### src/rtl/regop_pkg.sv
package regop_pkg;
   localparam logic [3:0] OPC_REG   = 4'h6;
   localparam logic [3:0] OPC_SHIFT = 4'h7;

   typedef enum logic [2:0] {
      FN_MOV  = 3'd0,
      FN_ADD  = 3'd1,
      FN_AND  = 3'd2,
      FN_INC1 = 3'd3,
      FN_INC4 = 3'd4,
      FN_DEC1 = 3'd5,
      FN_DEC4 = 3'd6,
      FN_NOT  = 3'd7
   } alu_fn_e;
endpackage

### src/rtl/regop_decode.sv
module regop_decode
   import regop_pkg::*;
#(
   parameter int SEL_W   = 4,
   parameter int REG_CNT = 8,
   parameter int IDX_W   = $clog2(REG_CNT)
) (
   input  logic [3:0]       opcode,
   input  logic [3:0]       func,
   input  logic [SEL_W-1:0] src_sel,
   input  logic [SEL_W-1:0] dst_sel,
   output logic             legal,
   output logic             is_shift,
   output alu_fn_e          fn,
   output logic [IDX_W-1:0] src_idx,
   output logic [IDX_W-1:0] dst_idx
);
   logic src_ok, dst_ok, src_used, fn_ok;

   always_comb begin
      src_ok   = src_sel < SEL_W'(REG_CNT);
      dst_ok   = dst_sel < SEL_W'(REG_CNT);
      fn_ok    = func[3] == 1'b0;
      src_used = (opcode == OPC_REG) && (func < 4'd3);
      is_shift = opcode == OPC_SHIFT;
      fn       = alu_fn_e'(func[2:0]);
      src_idx  = src_sel[IDX_W-1:0];
      dst_idx  = dst_sel[IDX_W-1:0];
      legal    = dst_ok && (is_shift || ((opcode == OPC_REG) && fn_ok && (src_ok || !src_used)));
   end
endmodule

### src/rtl/regop_regfile.sv
module regop_regfile #(
   parameter int DATA_W  = 32,
   parameter int REG_CNT = 8,
   parameter int IDX_W   = $clog2(REG_CNT)
) (
   input  logic                      clk,
   input  logic                      rst_n,
   input  logic                      we,
   input  logic [IDX_W-1:0]          widx,
   input  logic [DATA_W-1:0]         wdata,
   input  logic [IDX_W-1:0]          ra_idx,
   output logic [DATA_W-1:0]         ra_data,
   input  logic [IDX_W-1:0]          rb_idx,
   output logic [DATA_W-1:0]         rb_data,
   output logic [REG_CNT*DATA_W-1:0] flat_o
);
   logic [DATA_W-1:0] q [REG_CNT];

   for (genvar i = 0; i < REG_CNT; i++) begin : g_reg
      always_ff @(posedge clk or negedge rst_n) begin
         if (!rst_n)                        q[i] <= '0;
         else if (we && widx == IDX_W'(i)) q[i] <= wdata;
      end
      assign flat_o[i*DATA_W +: DATA_W] = q[i];

      // a granted write lands in the addressed register at the next edge
      assert_write_lands_R11: assert property (@(posedge clk) disable iff (!rst_n)
         (we && widx == IDX_W'(i)) |=> (q[i] == $past(wdata)));
   end

   assign ra_data = q[ra_idx];
   assign rb_data = q[rb_idx];
endmodule

### src/rtl/regop_alu.sv
module regop_alu
   import regop_pkg::*;
#(
   parameter int DATA_W      = 32,
   parameter int SHAMT_W     = 8,
   parameter int ADDR_STEP   = 4,
   parameter bit ARITH_RIGHT = 1'b1
) (
   input  logic               clk,
   input  logic               rst_n,
   input  logic               chk_en,
   input  logic               is_shift,
   input  alu_fn_e            fn,
   input  logic [SHAMT_W-1:0] shamt,
   input  logic [DATA_W-1:0]  dval,
   input  logic [DATA_W-1:0]  sval,
   output logic [DATA_W-1:0]  result
);
   localparam int SH_W = $clog2(DATA_W);
   localparam int MAG_W = SHAMT_W + 1;

   logic             go_right, too_far;
   logic [MAG_W-1:0] mag;
   logic [SH_W-1:0]  sh_amt;
   logic [DATA_W-1:0] left_val, right_val, op_val;

   always_comb begin
      go_right = shamt[SHAMT_W-1];
      mag      = go_right ? MAG_W'(-{shamt[SHAMT_W-1], shamt}) : {1'b0, shamt};
      too_far  = mag >= MAG_W'(DATA_W);
      sh_amt   = mag[SH_W-1:0];
      left_val = too_far ? '0 : (dval << sh_amt);
   end

   if (ARITH_RIGHT) begin : g_arith
      assign right_val = too_far ? {DATA_W{dval[DATA_W-1]}}
                                 : DATA_W'($signed(dval) >>> sh_amt);
      // an arithmetic right shift keeps the sign bit
      assert_right_keeps_sign_R7: assert property (@(posedge clk) disable iff (!rst_n)
         (chk_en && is_shift && go_right) |-> (result[DATA_W-1] == dval[DATA_W-1]));
   end else begin : g_logic
      assign right_val = too_far ? '0 : (dval >> sh_amt);
   end

   always_comb begin
      unique case (fn)
         FN_MOV:  op_val = sval;
         FN_ADD:  op_val = dval + sval;
         FN_AND:  op_val = dval & sval;
         FN_INC1: op_val = dval + DATA_W'(1);
         FN_INC4: op_val = dval + DATA_W'(ADDR_STEP);
         FN_DEC1: op_val = dval - DATA_W'(1);
         FN_DEC4: op_val = dval - DATA_W'(ADDR_STEP);
         default: op_val = ~dval;
      endcase
      result = is_shift ? (go_right ? right_val : left_val) : op_val;
   end

   // the sum minus the source gives back the destination operand
   assert_add_inverse_R3: assert property (@(posedge clk) disable iff (!rst_n)
      (chk_en && !is_shift && fn == FN_ADD) |-> (result - sval == dval));
   // the address step is exactly the configured step
   assert_step_up_R4: assert property (@(posedge clk) disable iff (!rst_n)
      (chk_en && !is_shift && fn == FN_INC4) |-> (result - dval == DATA_W'(ADDR_STEP)));
   // complement shares no bit with the operand and covers all bits with it
   assert_complement_R5: assert property (@(posedge clk) disable iff (!rst_n)
      (chk_en && !is_shift && fn == FN_NOT) |-> ((result & dval) == '0 && (&(result | dval))));
   // a nonzero left shift brings in zero at bit 0
   assert_left_fills_zero_R6: assert property (@(posedge clk) disable iff (!rst_n)
      (chk_en && is_shift && !go_right && shamt != '0) |-> (result[0] == 1'b0));
endmodule

### src/rtl/regop_exec_unit.sv
module regop_exec_unit
   import regop_pkg::*;
#(
   parameter int DATA_W      = 32,
   parameter int REG_CNT     = 8,
   parameter int SEL_W       = 4,
   parameter int SHAMT_W     = 8,
   parameter int ADDR_STEP   = 4,
   parameter bit ARITH_RIGHT = 1'b1,
   localparam int IDX_W      = $clog2(REG_CNT)
) (
   input  logic               clk,
   input  logic               rst_n,
   input  logic               exec_en,
   input  logic [3:0]         opcode,
   input  logic [3:0]         func,
   input  logic [SEL_W-1:0]   src_sel,
   input  logic [SEL_W-1:0]   dst_sel,
   input  logic [SHAMT_W-1:0] shamt,
   input  logic               load_we,
   input  logic [IDX_W-1:0]   load_sel,
   input  logic [DATA_W-1:0]  load_data,
   output logic [DATA_W-1:0]  result_o,
   output logic               err_o
);
   initial begin
      assert (REG_CNT >= 2 && (1 << IDX_W) == REG_CNT) else $error("REG_CNT must be a power of two");
      assert (REG_CNT < (1 << SEL_W)) else $error("SEL_W must leave room for illegal numbers");
      assert ((1 << SHAMT_W) > 2 * DATA_W) else $error("SHAMT_W too small for DATA_W");
   end

   logic              legal, is_shift, exec_we, rf_we;
   alu_fn_e           fn;
   logic [IDX_W-1:0]  src_idx, dst_idx, rf_widx;
   logic [DATA_W-1:0] dval, sval, rf_wdata;
   logic [REG_CNT*DATA_W-1:0] rf_flat;

   regop_decode #(.SEL_W(SEL_W), .REG_CNT(REG_CNT), .IDX_W(IDX_W)) u_dec (
      .opcode(opcode), .func(func), .src_sel(src_sel), .dst_sel(dst_sel),
      .legal(legal), .is_shift(is_shift), .fn(fn), .src_idx(src_idx), .dst_idx(dst_idx));

   regop_alu #(.DATA_W(DATA_W), .SHAMT_W(SHAMT_W), .ADDR_STEP(ADDR_STEP),
               .ARITH_RIGHT(ARITH_RIGHT)) u_alu (
      .clk(clk), .rst_n(rst_n), .chk_en(exec_en && legal), .is_shift(is_shift), .fn(fn),
      .shamt(shamt), .dval(dval), .sval(sval), .result(result_o));

   always_comb begin
      exec_we  = exec_en && legal;
      rf_we    = exec_we || load_we;
      rf_widx  = exec_we ? dst_idx : load_sel;
      rf_wdata = exec_we ? result_o : load_data;
      err_o    = exec_en && !legal;
   end

   regop_regfile #(.DATA_W(DATA_W), .REG_CNT(REG_CNT), .IDX_W(IDX_W)) u_rf (
      .clk(clk), .rst_n(rst_n), .we(rf_we), .widx(rf_widx), .wdata(rf_wdata),
      .ra_idx(dst_idx), .ra_data(dval), .rb_idx(src_idx), .rb_data(sval), .flat_o(rf_flat));

   // a rejected instruction leaves every register as it was
   assert_no_write_on_error_R9: assert property (@(posedge clk) disable iff (!rst_n)
      (err_o && !load_we) |=> $stable(rf_flat));
   // with both strobes low the register state holds
   assert_idle_hold_R11: assert property (@(posedge clk) disable iff (!rst_n)
      (!exec_en && !load_we) |=> $stable(rf_flat));
   // the error flag is never raised without the execute strobe
   assert_err_needs_strobe_R10: assert property (@(posedge clk) disable iff (!rst_n)
      !exec_en |-> !err_o);
endmodule

### config.mk
export PLATFORM = sky130hd
export DESIGN_NAME = regop_exec_unit
export DESIGN_NICKNAME = d
export VERILOG_FILES = /design/src/rtl/regop_pkg.sv /design/src/rtl/regop_decode.sv /design/src/rtl/regop_regfile.sv /design/src/rtl/regop_alu.sv /design/src/rtl/regop_exec_unit.sv
export SDC_FILE = /design/constraint.sdc
export NUM_CORES = 1
export LEC_CHECK = 0
export ABC_AREA = 0
export BUFFER_PORTS_ARGS = -buffer_cell sky130_fd_sc_hd__buf_2
export CAP_MARGIN = 20
export CELL_PAD_IN_SITES_DETAIL_PLACEMENT = 1
export CELL_PAD_IN_SITES_GLOBAL_PLACEMENT = 2
export CORE_AREA = 2 2 245 247
export CTS_CLUSTER_DIAMETER = 60
export DETAILED_ROUTE_END_ITERATION = 6
export DIE_AREA = 0 0 247 249
export PLACE_DENSITY_LB_ADDON = 0.1
export SYNTH_ARGS = -nofsm -noshare
export SYNTH_HDL_FRONTEND = slang
export SYNTH_SLANG_ARGS = --single-unit
### constraint.sdc
create_clock -name clk -period 10.2 [get_ports clk]
set_clock_uncertainty 0.1 [all_clocks]
set_input_delay 2.04 -clock clk [delete_from_list [all_inputs] [get_ports clk]]
set_output_delay 2.04 -clock clk [all_outputs]
set_load 0.02 [all_outputs]
* After elaboration in Yosys (flattened, before gate mapping)
Index checks and enable logic that the tools add are counted.
** Storage, ports and cells
- Memory bits (read-only) :: 0
- Input bits :: 63
- Memory bits (writable) :: 0
- Register bits after elaboration :: 256
- Logic and storage cells :: 77
- Latch bits :: 0
- Memories kept :: 0
** Operators by class
- Reduce and logical (&&, ||, !) cells :: 21
- Eq/ne operators :: 15
- Bitwise logic cells :: 5
- Div/mod/pow operators :: 0
- Shift operators :: 2
- $mul :: 0
- Add/sub/neg operators :: 6
- $lt $le $gt $ge :: 6
- Multiplexer cells :: 14
** Operators by type and width (number)
- $mux W32 :: 9
- $pmux W32 S7 :: 1
- $bmux W32 S3 :: 2
- $add A32 B1 Y32 const B :: 1
- $add A32 B3 Y32 const B :: 1
- $add A32 B32 Y32 :: 1
- $and A32 B32 Y32 :: 1
- $not A32 Y32 :: 1
- $shl A32 B5 Y32 :: 1
- $sshr A32 B5 Y32 :: 1
- $sub A32 B1 Y32 const B :: 1
- $sub A32 B3 Y32 const B :: 1
- $eq A3 B3 Y1 const B :: 7
- $logic_and A1 B1 Y1 :: 14
- $eq A3 B2 Y1 const B :: 4
- $ge A9 B6 Y1 const B :: 1
- $mux W9 :: 1
- $neg A9 Y9 :: 1
- $eq A4 B3 Y1 const B :: 2
- $ge A4 B4 Y1 const B :: 2
- $lt A4 B4 Y1 const B :: 2
- $not A3 Y4 :: 2
- $eq A3 B1 Y1 const B :: 2
- $logic_not A3 Y1 :: 2
- 5 further kinds :: 8

* Depth between registers and ports, before layout
- Depth in word-level cells :: 11
- Gate-level depth with buffers :: 26

* Cells and area by module
Synthesis repeated with hierarchy kept, for this count alone.
** Second synthesis, totals
- Cell total of the unflattened synthesis :: 2167
- Area, all modules :: 23154.7 um2
** Modules (own cells, without submodules)
- regop_regfile :: cells each 779, area an instance 13726.9 um2, instances 1
- regop_alu :: cells each 1331, area an instance 8750.9 um2, instances 1
- regop_exec_unit :: cells each 42, area an instance 560.5 um2, instances 1
- regop_decode :: cells each 15, area an instance 116.4 um2, instances 1

* Least setup slack after synthesis
Ideal clock, no wire load.
- Path kind :: input to output
- Start point :: in src_sel[1]
- End point :: out result_o[28]
- Stages :: 21
- Path slack :: 0.850 ns
- Required time :: 8.060 ns
- Buffers on the path :: 5
- Arrival :: 7.210 ns
- Path through :: buf_6 buf_6 buf_6 buf_2 buf_2 mux4_2 mux2i_1 nand2_1 xnor2_1 o21ai_0 ha_1 a21o_1 or3_1 a2bb2oi_1 a2111oi_2 o41a_1 o211a_1 or3_1 a21oi_1 o41ai_2 inv_1
** Between the ends
- Word-level cells in the longest chain between the ends :: 7
- Elaborated cells on any way between the ends :: 8
** RTL lines
- from (decl) :: RTL line regop_exec_unit.sv:17 : input logic [SEL_W-1:0] src_sel,
- $not A3 Y4 (implied by the code) (*) :: RTL line regop_regfile.sv:32 : assign rb_data = q[rb_idx];
- $bmux W32 S3 (*) :: RTL line regop_regfile.sv:32
- $mux W32 (implied by the code) (*) (2 in series) :: RTL line regop_regfile.sv:32
- $add A32 B32 Y32 / $and A32 B32 Y32 (equally long branches) :: RTL line regop_alu.sv:48, regop_alu.sv:49
- $pmux W32 S7 (*) :: RTL line regop_alu.sv:46 : unique case (fn)
- $mux W32 (*) :: RTL line regop_alu.sv:56 : result = is_shift ? (go_right ? right_val : left_val) : op_val;
- to (decl) :: RTL line regop_exec_unit.sv:23 : output logic [DATA_W-1:0] result_o,
Every way passes the cells marked *; elsewhere a longest branch is shown, timed or not. The select of a mux whose other input is x is not followed.

* Worst setup path in the final report
- Start point :: in src_sel[1]
- End point :: out result_o[30]
The elaborated chain is that of the path after synthesis.

==> run_results.csv <==
group,metric,value,unit
run_status,status,"finished clean",
layout,largest_reg_flops,256,
sta,hold_viol,0,
clock_tree,cts_root_buf,"clkbuf_16",
clock_tree,cts_inserted_buffers,27,
sta,fin_setup_tns,0,ps
synthesis,ys.flop_type,"dfrtp_1",
critical_path,path_buf_inv,2,
clock_tree,clk_latency,570,ps
layout,layout_commonest_cell,"nand2_1",
hold_path,min_path_type,"register to register",
sta,report.final.setup_viol,0,
global_routing,antenna_found_initial,2,
flow_run,maxCapViolCount,0,
sta,worstMarginPinSlew,1220,ps
die,rows,89,
layout,post_route_cells_drive_above_1_share,25.6,%
place,place_hpwl,89.3,mm
synthesis,yosys.area.top_type,"dfrtp_1",
drt,wl,115,mm
synthesis,ys_seq_area_share,26.7,%
synthesis,avgSynthCellArea,9.53,um2
sta,fmax,101,MHz
place,port_buffers,95,
critical_path,critical_path_class,"input pin to primary output",
clock_tree,clk_path_buf_depth,3,
critical_path,r2r_slack,3330,ps
synthesis,yosysUniqueCellTypes,97,
die,ioPinCount,96,
drt,drc,0,
critical_path,worstReg2RegStart,"u_rf.flat_o[0]$_DFFE_PN0P_",
drt,ant_nets,0,
die,die_x,247,um
drt,num_vias,22900,
synthesis,netlist.area_leader.share,26.7,%
drt,avgViaCountPerCell,6.76,
synthesis,syn_nets,2641,
clock_tree,cts.clk_slew.worst_paths,60,ps
critical_path,crit_top_cell,"and3_1",
pwr,power_leakage,11.1,nW
synthesis,synthCells,2515,
place,dp_slack,29.4,ps
critical_path,critPathMaxFanout,11,
synthesis,yosys-top-cells-area,"dfrtp_1 27%, mux4_2 16%, mux2_2 7.6%",
global_routing,grt_max_degree,123,
critical_path,crit_path_top_delay_cell,"mux4_2",
critical_path,crit_end,"result_o[30]",
clock_tree,cts.sinks,256,
layout,fin_util,45.6,%
critical_path,startpoint_type,"input pin",
clock_tree,h-tree-depth,1,
clock_tree,cts_tree,"yes",
critical_path,path_delay_family,"simple AND/OR/NAND/NOR gates",
die,die_h,249,um
synthesis,synth_warnings,0,
sta,rsz0062_at_grt,"false",
pwr,power,5.70,mW
pwr,vdd_drop_max,156,uV
global_routing,first_global_vias,23200,
sta,hold_ws,402,ps
global_routing,grt_pass1_wl,167,mm
critical_path,critical_path.max_stage_delay,550,ps
global_routing,grt_usage,37.0,%
critical_path,cp_cell_sequence,"buf_4 -> mux4_2 -> mux2i_2 -> ha_1 -> nand3_1 -> nor3_2 -> and3_1 -> nand2_1 -> xnor2_1 -> o21ai_0 -> ha_1 -> and3_1 -> and3_1 -> a2111oi_2 -> o41a_1 -> a21boi_0 -> or3_1 -> a31oi_1 -> nor2_1 -> buf_2",
critical_path,end_kind,"primary output",
layout,fin_nets,2722,
drt,drtIter0Drc,2397,
layout,fin_area,26800,um2
sta,timing.final.crit_period,9940,ps
clock_tree,cts_hold_buffers,0,
drt,wire_per_inst,34.0,um
place,place_area,25800,um2
place,routabilityCongestion,0.983,
critical_path,rr_worst_depth,19,
layout,stdcell_count,3388,
critical_path,worst-path-stages,20,
sta,relSlewSlack,17.6,%
synthesis,synth_edf_count,0,
drt,dr.pass1.iters,6,
synthesis,synth-seq-cells,256,
critical_path,critPathArrivalTime,7800,ps
synthesis,synthesis.area,24000,um2
synthesis,async_flop_share,100,%
layout,n_antenna_cell,0,
layout,area_growth,11.8,%
die,design.die.area,61500,um2
sta,fin_crit_sh,97.4,%
critical_path,crit_start,"src_sel[1]",
pwr,power.density,213,nW/um2
global_routing,grt-ovfl-total,0,
critical_path,required,8060,ps
die,start_util,40.8,%
sta,drv_slew,0,
die,core_area,58700,um2
sta,finalWorstSetupSlack,261,ps
place,place_inst,3337,
layout,layout_common_cells,"260 x nand2_1, 256 x dfrtp_1, 238 x nor2_1, 169 x mux4_2, 161 x mux2_2",
critical_path,r2r-end,"u_rf.flat_o[254]$_DFFE_PN0P_",
-- layer usage --
layer | global-route usage, % | share of wire (%) | vias to the layer above
met5 | 0 | 0.011 | -
met4 | 17.7 | 5.7 | 2
met3 | 5.44 | 7.0 | 217
met2 | 56.5 | 45 | 1004
met1 | 51.4 | 43 | 11900
li1 | - | - | 9834
-- synthesized netlist by cell type (all sizes together), types with 9 or more instances --
cell type	instances
a22o	18
o21a	11
nand2b	18
xnor2	39
xor2	28
a211oi	40
o211ai	27
mux2	172
o221ai	41
nor3	42
or3	16
nand3b	9
mux4	169
clkbuf	113
a21boi	10
nor2b	10
inv	49
nand4	14
a221oi	9
o31ai	40
and2	16
o31a	11
and3	13
a21oi	140
o21bai	9
nor2	243
a22oi	11
a31oi	57
buf	61
a21o	29
ha	61
o21ai	171
nand3	47
mux2i	132
dfrtp	256
o22ai	16
a2111oi	11
nand2	261
-- how the worst min path moves through the flow --
stage | startpoint | to | slack, ps | cells past startpoint
detailed placement | u_rf.flat_o[214]$_DFFE_PN0P_ | u_rf.flat_o[214]$_DFFE_PN0P_ | 390 | 2
global placement | u_rf.flat_o[10]$_DFFE_PN0P_ | u_rf.flat_o[10]$_DFFE_PN0P_ | 380 | 2
floorplan | u_rf.flat_o[150]$_DFFE_PN0P_ | u_rf.flat_o[150]$_DFFE_PN0P_ | 360 | 2
finish | u_rf.flat_o[214]$_DFFE_PN0P_ | u_rf.flat_o[214]$_DFFE_PN0P_ | 400 | 2
CTS | u_rf.flat_o[214]$_DFFE_PN0P_ | u_rf.flat_o[214]$_DFFE_PN0P_ | 400 | 2
global route | u_rf.flat_o[150]$_DFFE_PN0P_ | u_rf.flat_o[150]$_DFFE_PN0P_ | 430 | 2
-- what timing repair did --
item                                   in CTS  in global routing
gates cloned                                0                  0
pin swaps                                   0                  1
setup endpoints to repair                   1                  8
endpoints found under the hold margin       0                  0
buffers inserted                            0                  0
resized for setup                           1                  4
-- cell families (layout without fill, tap and decap cells) --
family,after synthesis,in the layout,synth area share (%)
flops,256,256,26.7
xor+xnor,67,67,2.45
buf+inv,224,324,4.07
compound gates,715,715,20.2
simple gates,717,717,13.4
mux,473,473,29.8
fa+ha+maj,63,63,3.35
-- layout make-up --
cell class	instances	area, um2
clock buffer	40	795
clock inverter	8	90.1
fill	6625	31900
inverter	50	189
multi-input combinational	2035	16800
sequential	256	6410
tap	773	967
timing repair buffer	226	1560
-- worst min-delay path, cell delays in order (launching register included) --
cell and delay, ps:
dfrtp_1 360, nand2_1 50, o31ai_1 60
-- report_power, final --
part	switching, mW	leakage (nW)	internal (mW)
Sequential	0.212	3.11	1.25
Clock	0.428	0.435	0.567
Combinational	2.00	7.53	1.24
Total	2.64	11.1	3.06
Power figures use the tool's default switching activity.
